`src/rtl/blk_xfer_pkg.sv`:
```
package blk_xfer_pkg;

  typedef enum logic {
    XFER_WR = 1'b0,
    XFER_RD = 1'b1
  } xfer_dir_e;

  function automatic int cnt_width(input int len_w);
    return len_w + 1;
  endfunction

endpackage

```
`src/rtl/bxs_counters.sv`:
```
module bxs_counters #(
  parameter int LEN_W = 11,
  localparam int CNT_W = LEN_W + 1
) (
  input  logic             clk,
  input  logic             rst_n,
  input  logic             len_we_i,
  input  logic [LEN_W-1:0] len_i,
  input  logic             cnt_we_i,
  input  logic [LEN_W-1:0] cnt_i,
  input  logic             fire_i,
  output logic             last_byte_o,
  output logic             xfer_end_o,
  output logic [CNT_W-1:0] byte_left_o,
  output logic [CNT_W-1:0] blk_left_o
);

  localparam logic [CNT_W-1:0] ONE = CNT_W'(1);

  logic [CNT_W-1:0] blen_q, blen_d;
  logic [CNT_W-1:0] nblk_q, nblk_d;
  logic [CNT_W-1:0] byte_q, byte_d;
  logic [CNT_W-1:0] blk_q,  blk_d;

  always_comb begin
    blen_d     = blen_q;
    nblk_d     = nblk_q;
    byte_d     = byte_q;
    blk_d      = blk_q;
    xfer_end_o = 1'b0;
    if (len_we_i) begin
      blen_d = CNT_W'(len_i) + ONE;
      byte_d = blen_d;
    end
    if (cnt_we_i) begin
      nblk_d = CNT_W'(cnt_i) + ONE;
      blk_d  = nblk_d;
      byte_d = blen_d;
    end
    if (fire_i && !len_we_i && !cnt_we_i) begin
      if (byte_q == ONE) begin
        byte_d = blen_q;
        if (blk_q == ONE) begin
          blk_d      = nblk_q;
          xfer_end_o = 1'b1;
        end else begin
          blk_d = blk_q - ONE;
        end
      end else begin
        byte_d = byte_q - ONE;
      end
    end
  end

  always_ff @(posedge clk or negedge rst_n) begin
    if (!rst_n) begin
      blen_q <= ONE;
      nblk_q <= ONE;
      byte_q <= ONE;
      blk_q  <= ONE;
    end else begin
      blen_q <= blen_d;
      nblk_q <= nblk_d;
      byte_q <= byte_d;
      blk_q  <= blk_d;
    end
  end

  assign last_byte_o = (byte_q == ONE);
  assign byte_left_o = byte_q;
  assign blk_left_o  = blk_q;

endmodule

```
`src/rtl/bxs_rx_pack.sv`:
```
module bxs_rx_pack #(
  parameter int BYTE_W = 8,
  localparam int WORD_W = 2 * BYTE_W
) (
  input  logic              clk,
  input  logic              rst_n,
  input  logic              clr_i,
  input  logic              en_i,
  input  logic              last_byte_i,
  input  logic              fifo_over_i,
  input  logic              fifo_full_i,
  input  logic              rx_valid_i,
  input  logic [BYTE_W-1:0] rx_data_i,
  output logic              rx_ready_o,
  output logic              fire_o,
  output logic              push_o,
  output logic [WORD_W-1:0] push_data_o
);

  logic              have_low_q, have_low_d;
  logic [BYTE_W-1:0] low_q, low_d;
  logic              low_en;

  always_comb begin
    if (have_low_q) rx_ready_o = en_i && !clr_i && !fifo_full_i;
    else            rx_ready_o = en_i && !clr_i && !fifo_full_i && !fifo_over_i;
    fire_o      = rx_ready_o && rx_valid_i;
    push_o      = fire_o && (have_low_q || last_byte_i);
    push_data_o = have_low_q ? {rx_data_i, low_q} : {{BYTE_W{1'b0}}, rx_data_i};
  end

  always_comb begin
    have_low_d = have_low_q;
    low_en     = 1'b0;
    low_d      = rx_data_i;
    if (clr_i) begin
      have_low_d = 1'b0;
    end else if (push_o) begin
      have_low_d = 1'b0;
    end else if (fire_o) begin
      have_low_d = 1'b1;
      low_en     = 1'b1;
    end
  end

  always_ff @(posedge clk or negedge rst_n) begin
    if (!rst_n) begin
      have_low_q <= 1'b0;
      low_q      <= '0;
    end else begin
      have_low_q <= have_low_d;
      if (low_en) low_q <= low_d;
    end
  end

endmodule

```
`src/rtl/bxs_tx_unpack.sv`:
```
module bxs_tx_unpack #(
  parameter int BYTE_W = 8,
  localparam int WORD_W = 2 * BYTE_W
) (
  input  logic              clk,
  input  logic              rst_n,
  input  logic              clr_i,
  input  logic              en_i,
  input  logic              last_byte_i,
  input  logic              fifo_empty_i,
  input  logic [WORD_W-1:0] pop_data_i,
  input  logic              tx_ready_i,
  output logic              pop_o,
  output logic              tx_valid_o,
  output logic [BYTE_W-1:0] tx_data_o,
  output logic              fire_o
);

  logic              held_q, held_d;
  logic              hi_q, hi_d;
  logic [WORD_W-1:0] word_q;
  logic              word_en;

  always_comb begin
    pop_o      = en_i && !clr_i && !held_q && !fifo_empty_i;
    tx_valid_o = en_i && !clr_i && held_q;
    tx_data_o  = hi_q ? word_q[WORD_W-1:BYTE_W] : word_q[BYTE_W-1:0];
    fire_o     = tx_valid_o && tx_ready_i;
  end

  always_comb begin
    held_d  = held_q;
    hi_d    = hi_q;
    word_en = 1'b0;
    if (clr_i) begin
      held_d = 1'b0;
      hi_d   = 1'b0;
    end else if (pop_o) begin
      held_d  = 1'b1;
      hi_d    = 1'b0;
      word_en = 1'b1;
    end else if (fire_o) begin
      if (!hi_q && !last_byte_i) begin
        hi_d = 1'b1;
      end else begin
        held_d = 1'b0;
        hi_d   = 1'b0;
      end
    end
  end

  always_ff @(posedge clk or negedge rst_n) begin
    if (!rst_n) begin
      held_q <= 1'b0;
      hi_q   <= 1'b0;
      word_q <= '0;
    end else begin
      held_q <= held_d;
      hi_q   <= hi_d;
      if (word_en) word_q <= pop_data_i;
    end
  end

endmodule

```
`src/rtl/blk_xfer_seq.sv`:
```
module blk_xfer_seq
  import blk_xfer_pkg::*;
#(
  parameter int LEN_W  = 11,
  parameter int BYTE_W = 8,
  parameter int LVL_W  = 6,
  localparam int CNT_W  = cnt_width(LEN_W),
  localparam int WORD_W = 2 * BYTE_W
) (
  input  logic              clk,
  input  logic              rst_n,
  input  logic              cfg_len_we_i,
  input  logic [LEN_W-1:0]  cfg_len_i,
  input  logic              cfg_cnt_we_i,
  input  logic [LEN_W-1:0]  cfg_cnt_i,
  input  logic              start_i,
  input  logic              start_rd_i,
  input  logic [LVL_W-1:0]  fifo_level_i,
  input  logic [LVL_W-2:0]  fifo_afull_thr_i,
  input  logic              fifo_full_i,
  input  logic              fifo_empty_i,
  output logic              fifo_flush_o,
  output logic              fifo_push_o,
  output logic [WORD_W-1:0] fifo_wdata_o,
  output logic              fifo_pop_o,
  input  logic [WORD_W-1:0] fifo_rdata_i,
  input  logic              card_rx_valid_i,
  input  logic [BYTE_W-1:0] card_rx_data_i,
  output logic              card_rx_ready_o,
  output logic              card_tx_valid_o,
  output logic [BYTE_W-1:0] card_tx_data_o,
  input  logic              card_tx_ready_i,
  output logic [CNT_W-1:0]  byte_left_o,
  output logic [CNT_W-1:0]  blk_left_o,
  output logic              active_o,
  output logic              done_o
);

  logic      rst_meta_q, rst_sync_n;
  logic      active_q, active_d;
  xfer_dir_e dir_q, dir_d;
  logic      done_q;
  logic      last_byte, xfer_end;
  logic      rx_fire, tx_fire, byte_fire;
  logic      fifo_over;
  logic      rd_en, wr_en;

  always_ff @(posedge clk or negedge rst_n) begin
    if (!rst_n) begin
      rst_meta_q <= 1'b0;
      rst_sync_n <= 1'b0;
    end else begin
      rst_meta_q <= 1'b1;
      rst_sync_n <= rst_meta_q;
    end
  end

  assign fifo_over = fifo_level_i > LVL_W'(fifo_afull_thr_i);
  assign rd_en     = active_q && (dir_q == XFER_RD);
  assign wr_en     = active_q && (dir_q == XFER_WR);
  assign byte_fire = rx_fire || tx_fire;

  always_comb begin
    active_d = active_q;
    dir_d    = dir_q;
    if (start_i) begin
      active_d = 1'b1;
      dir_d    = start_rd_i ? XFER_RD : XFER_WR;
    end else if (xfer_end) begin
      active_d = 1'b0;
    end
  end

  always_ff @(posedge clk or negedge rst_sync_n) begin
    if (!rst_sync_n) begin
      active_q <= 1'b0;
      dir_q    <= XFER_WR;
      done_q   <= 1'b0;
    end else begin
      active_q <= active_d;
      dir_q    <= dir_d;
      done_q   <= xfer_end && !start_i;
    end
  end

  bxs_counters #(.LEN_W(LEN_W)) i_counters (
    .clk         (clk),
    .rst_n       (rst_sync_n),
    .len_we_i    (cfg_len_we_i),
    .len_i       (cfg_len_i),
    .cnt_we_i    (cfg_cnt_we_i),
    .cnt_i       (cfg_cnt_i),
    .fire_i      (byte_fire),
    .last_byte_o (last_byte),
    .xfer_end_o  (xfer_end),
    .byte_left_o (byte_left_o),
    .blk_left_o  (blk_left_o)
  );

  bxs_rx_pack #(.BYTE_W(BYTE_W)) i_rx_pack (
    .clk         (clk),
    .rst_n       (rst_sync_n),
    .clr_i       (start_i),
    .en_i        (rd_en),
    .last_byte_i (last_byte),
    .fifo_over_i (fifo_over),
    .fifo_full_i (fifo_full_i),
    .rx_valid_i  (card_rx_valid_i),
    .rx_data_i   (card_rx_data_i),
    .rx_ready_o  (card_rx_ready_o),
    .fire_o      (rx_fire),
    .push_o      (fifo_push_o),
    .push_data_o (fifo_wdata_o)
  );

  bxs_tx_unpack #(.BYTE_W(BYTE_W)) i_tx_unpack (
    .clk          (clk),
    .rst_n        (rst_sync_n),
    .clr_i        (start_i),
    .en_i         (wr_en),
    .last_byte_i  (last_byte),
    .fifo_empty_i (fifo_empty_i),
    .pop_data_i   (fifo_rdata_i),
    .tx_ready_i   (card_tx_ready_i),
    .pop_o        (fifo_pop_o),
    .tx_valid_o   (card_tx_valid_o),
    .tx_data_o    (card_tx_data_o),
    .fire_o       (tx_fire)
  );

  assign fifo_flush_o = start_i;
  assign active_o     = active_q;
  assign done_o       = done_q;

endmodule

```
`config.mk`:
```
export PLATFORM = sky130hd
export DESIGN_NAME = blk_xfer_seq
export DESIGN_NICKNAME = d
export VERILOG_FILES = /design/src/rtl/blk_xfer_pkg.sv /design/src/rtl/bxs_counters.sv /design/src/rtl/bxs_rx_pack.sv /design/src/rtl/bxs_tx_unpack.sv /design/src/rtl/blk_xfer_seq.sv
export SDC_FILE = /design/constraint.sdc
export NUM_CORES = 1
export LEC_CHECK = 0
export BUFFER_PORTS_ARGS = -buffer_cell sky130_fd_sc_hd__buf_2
export CORE_UTILIZATION = 43
export DETAILED_ROUTE_END_ITERATION = 10
export PLACE_DENSITY_LB_ADDON = 0.08
export SYNTH_ARGS = -nofsm -noshare
export SYNTH_HDL_FRONTEND = slang
export SYNTH_HIERARCHICAL = 1
export SYNTH_SLANG_ARGS = --single-unit
export TNS_END_PERCENT = 20
```
`constraint.sdc`:
```
create_clock -name clk -period 3.5 [get_ports clk]
set_clock_uncertainty 0.2 [all_clocks]
set_input_delay 0.35 -clock clk [delete_from_list [all_inputs] [get_ports clk]]
set_output_delay 0.35 -clock clk [all_outputs]
set_load 0.05 [all_outputs]
```
==> impl_metrics.ini <==
[synth]
synth_compound_gate_area_share_pct = 15.4
synth_fp_nets = 584
syn_area_per_cell_um2 = 9.78
netlist_instances = 506
synth_edf_count = 0
ys.warnings.count = 6
synth_cell_type_count = 72
synth_simple_gate_area_share_pct = 20.6
synthFlopType = sky130_fd_sc_hd__dfrtp_1
synth.cells.most_frequent = sky130_fd_sc_hd__dfrtp_1, sky130_fd_sc_hd__nor2_1, sky130_fd_sc_hd__o21ai_0
synthMostInstantiatedCell = sky130_fd_sc_hd__dfrtp_1
synth-xor-area-share_pct = 3.36
synth_top_family_by_area = simple AND/OR/NAND/NOR gates
ranking_of_synthesized_cells_by_area = sky130_fd_sc_hd__dfrtp_1, sky130_fd_sc_hd__mux2_2, sky130_fd_sc_hd__o21ai_0
synth_top_cell_area_share_pct = 38.4
synthesized_area_fraction_occupied_by_adder_cells_pct = 2.78
synth-seq-cells = 80
muxShareOfSynthArea_pct = 11.7
synth_top_area_cell = sky130_fd_sc_hd__dfrtp_1
asyncSetResetFlopFracSynth_pct = 100
syn_area_um2 = 4950
yosysSeqAreaShare_pct = 40.6

[cts]
cts.root.buffer_cell = sky130_fd_sc_hd__clkbuf_16
cts_max_path_buffers = 2
cts_tree = yes
clkTransAtPathRegs_ns = 0.06
cts.htree.levels = 3
cts_buffers = 9
clkLatencyLatePin_ns = 0.34
clock_sinks = 80

[setup_path]
crit-reg2reg-capture = active_o
r2r_cells = 6
critical_path.reg2reg.startpoint = i_counters/blk_left_o[0]
crit_path_start_kind = register
critical_path_arrival_ns = 2.41
worstSetupEndpoint = fifo_push_o
regToRegSetupSlack_ns = 0.88
cp_data_required_time_ns = 2.95
startpoint = i_counters/byte_left_o[0]
critical_path_class = register to output pin
kind_of_capture_point_of_the_worst_setup_path = output pin
path_max_fanout = 7

[finish]
sequential_cell_area_um2 = 2010
synthToLayoutAreaGrowth_pct = 20.7
n_antenna_cell = 0
n_fill_cell = 1040
multiInputGateArea_um2 = 2680
ratio_of_cells_with_drive_above_1_in_the_final_layout_pct = 33.8
finalCoreUtilization_pct = 54.1
finish.net_count = 701

[sta]
rsz0062_at_grt = false
period_minus_slack_ns = 2.96
hold_ws_ns = 0.0408
post-route-worst-setup-slack_ns = 0.542
maxSlewHeadroom_pct = 31.3
setup_violations = 0
hold_viol_final = 0
tightest_slew_ns = 1.03
setup_tns_final_ns = 0
max_freq_mhz = 338
report.final.slew_viol_count = 0
post-route-period-util_pct = 84.5

[detailed_routing]
detail-route-antenna-nets = 0
vias_per_cell = 5.50
drt_pass1_iterations = 4
first_iter_violations = 280
drc = 0
detailed_route_via_count = 4222
route.final.wire_length_mm = 11.8
wl_cell_um = 15.4

[floorplan]
fp.dieH_um = 109
ios = 122
die_width_um = 109
placement_row_count = 38
design.core.area_um2 = 11000
fp.dieArea_um2 = 11900
initial_utilization_pct = 44.9

[grt]
grt_pass1_vias = 3998
grt_antenna_before_repair = 0
total_grt_usage_pct = 21.2
grt_first_pass_wirelength_mm = 19.7
gr_ovfl_total = 0
grt_max_degree = 79

[place]
hpwlAfterDp_mm = 8.51
gpl.final_weighted_congestion = 0.804
post-place-ws_ns = 0.338
io_buffer_count = 121

[hold_path]
hold_depth = 2
worst_hold_path_type = primary input to register

[power]
power.ir.vdd_worst_mv = 0.375
leakage_nw = 2.70
p_per_cell_area_nw_per_um2 = 503

[outcome]
run_status = finished, final reports clean

[run]
maxCapViolCount = 0
-- power by group --
part / switching, mW / total (mW) / internal, mW
combinational: 0.469 / 0.764 / 0.295
sequential: 0.144 / 1.21 / 1.07
clock: 0.382 / 1.03 / 0.648
-- flip-flops by register name, indices dropped and copies added (netlist names) --
| name | cells |
|---|---|
| i_counters/blen_q | 12 |
| i_counters/blk_left_o | 12 |
| i_tx_unpack/word_q | 16 |
| i_rx_pack/low_q | 8 |
| active_o | 1 |
| i_rx_pack/have_low_q | 1 |
| rst_sync_n | 1 |
| i_tx_unpack/held_q | 1 |
| i_counters/nblk_q | 12 |
| dir_q | 1 |
| done_o | 1 |
| i_counters/byte_left_o | 12 |
| rst_meta_q | 1 |
| i_tx_unpack/hi_q | 1 |
-- metal layers --
layer	track usage, %	vias to the layer above	share of wire (%)
met5	0	-	0
met4	5.05	0	1.2
met3	6.34	14	6.6
met2	32.7	119	46
met1	29.2	2024	46
li1	-	2065	-
-- worst min path at each step --
stage,start,to,slack (ns)
2_1_floorplan,rst_n,rst_meta_q,-0.15
3_3_place_gp,rst_n,rst_meta_q,-0.06
3_5_place_dp,rst_n,rst_sync_n,-0.06
4_1_cts,fifo_rdata_i[7],i_tx_unpack/word_q[7],0.03
5_1_grt,fifo_rdata_i[6],i_tx_unpack/word_q[6],0.03
6_report,fifo_rdata_i[0],i_tx_unpack/word_q[0],0.04
-- metrics by stage --
step	area (um2)	std cells	total power, mW
6_report	5970	768	3.01
4_1_cts	5970	768	3.04
2_1_floorplan	4950	506	1.79
5_1_grt	5970	768	3.16
3_3_place_gp	5630	751	1.98
3_5_place_dp	5630	751	1.99
-- logic make-up (layout without fill, tap and decap cells) --
group	Yosys count	count (layout)
AND/OR/NAND/NOR	175	175
AO/OA/AOI/OAI	118	118
flip-flops	80	80
buffers and inverters	52	174
multiplexers	50	50
XOR/XNOR	19	19
adder cells (fa/ha/maj)	11	11
other	1	1
-- cell type report --
type                    count  share of cell area [%]
well taps                 140                    2.93
repair buffers            129                    11.2
clock buffers              10                    4.00
inverters                  29                    1.82
clock inverters             6                    1.53
multi-input cells         374                    44.9
flip-flops and latches     80                    33.7
-- what timing repair did --
action,4_1_cts,5_1_grt
gates resized for setup,0,0
setup buffers,0,0
hold buffers,1,0
hold endpoints to repair,2,0
-- layout by cell type, fill, tap and decap left out, drive strengths merged, types with 4 or more instances in the layout --
cell / n
nor4b: 5
nand4: 6
mux2i: 8
nor3: 17
o211ai: 10
a21oi: 15
nand2b: 9
nand2: 37
o31ai: 4
buf: 128
nor2b: 4
a32oi: 5
o221ai: 7
o21a: 10
clkbuf: 10
inv: 30
ha: 11
xnor2: 12
mux2: 42
nand3: 15
and2: 10
a31oi: 5
o21ai: 43
nor2: 41
xor2: 7
or3: 5
a22oi: 5
nor4: 8
dfrtp: 76
dfstp: 4
-- critical path, stage by stage (launching register included) --
cell and delay (ns):
sky130_fd_sc_hd__dfstp_2 0.59, sky130_fd_sc_hd__ha_1 0.22, sky130_fd_sc_hd__nor4b_4 0.39, sky130_fd_sc_hd__nand3_2 0.12, sky130_fd_sc_hd__inv_1 0.24, sky130_fd_sc_hd__a21oi_1 0.11, sky130_fd_sc_hd__nor2_1 0.11, sky130_fd_sc_hd__buf_2 0.28
Note: power is estimated with default switching activity, not from simulation.
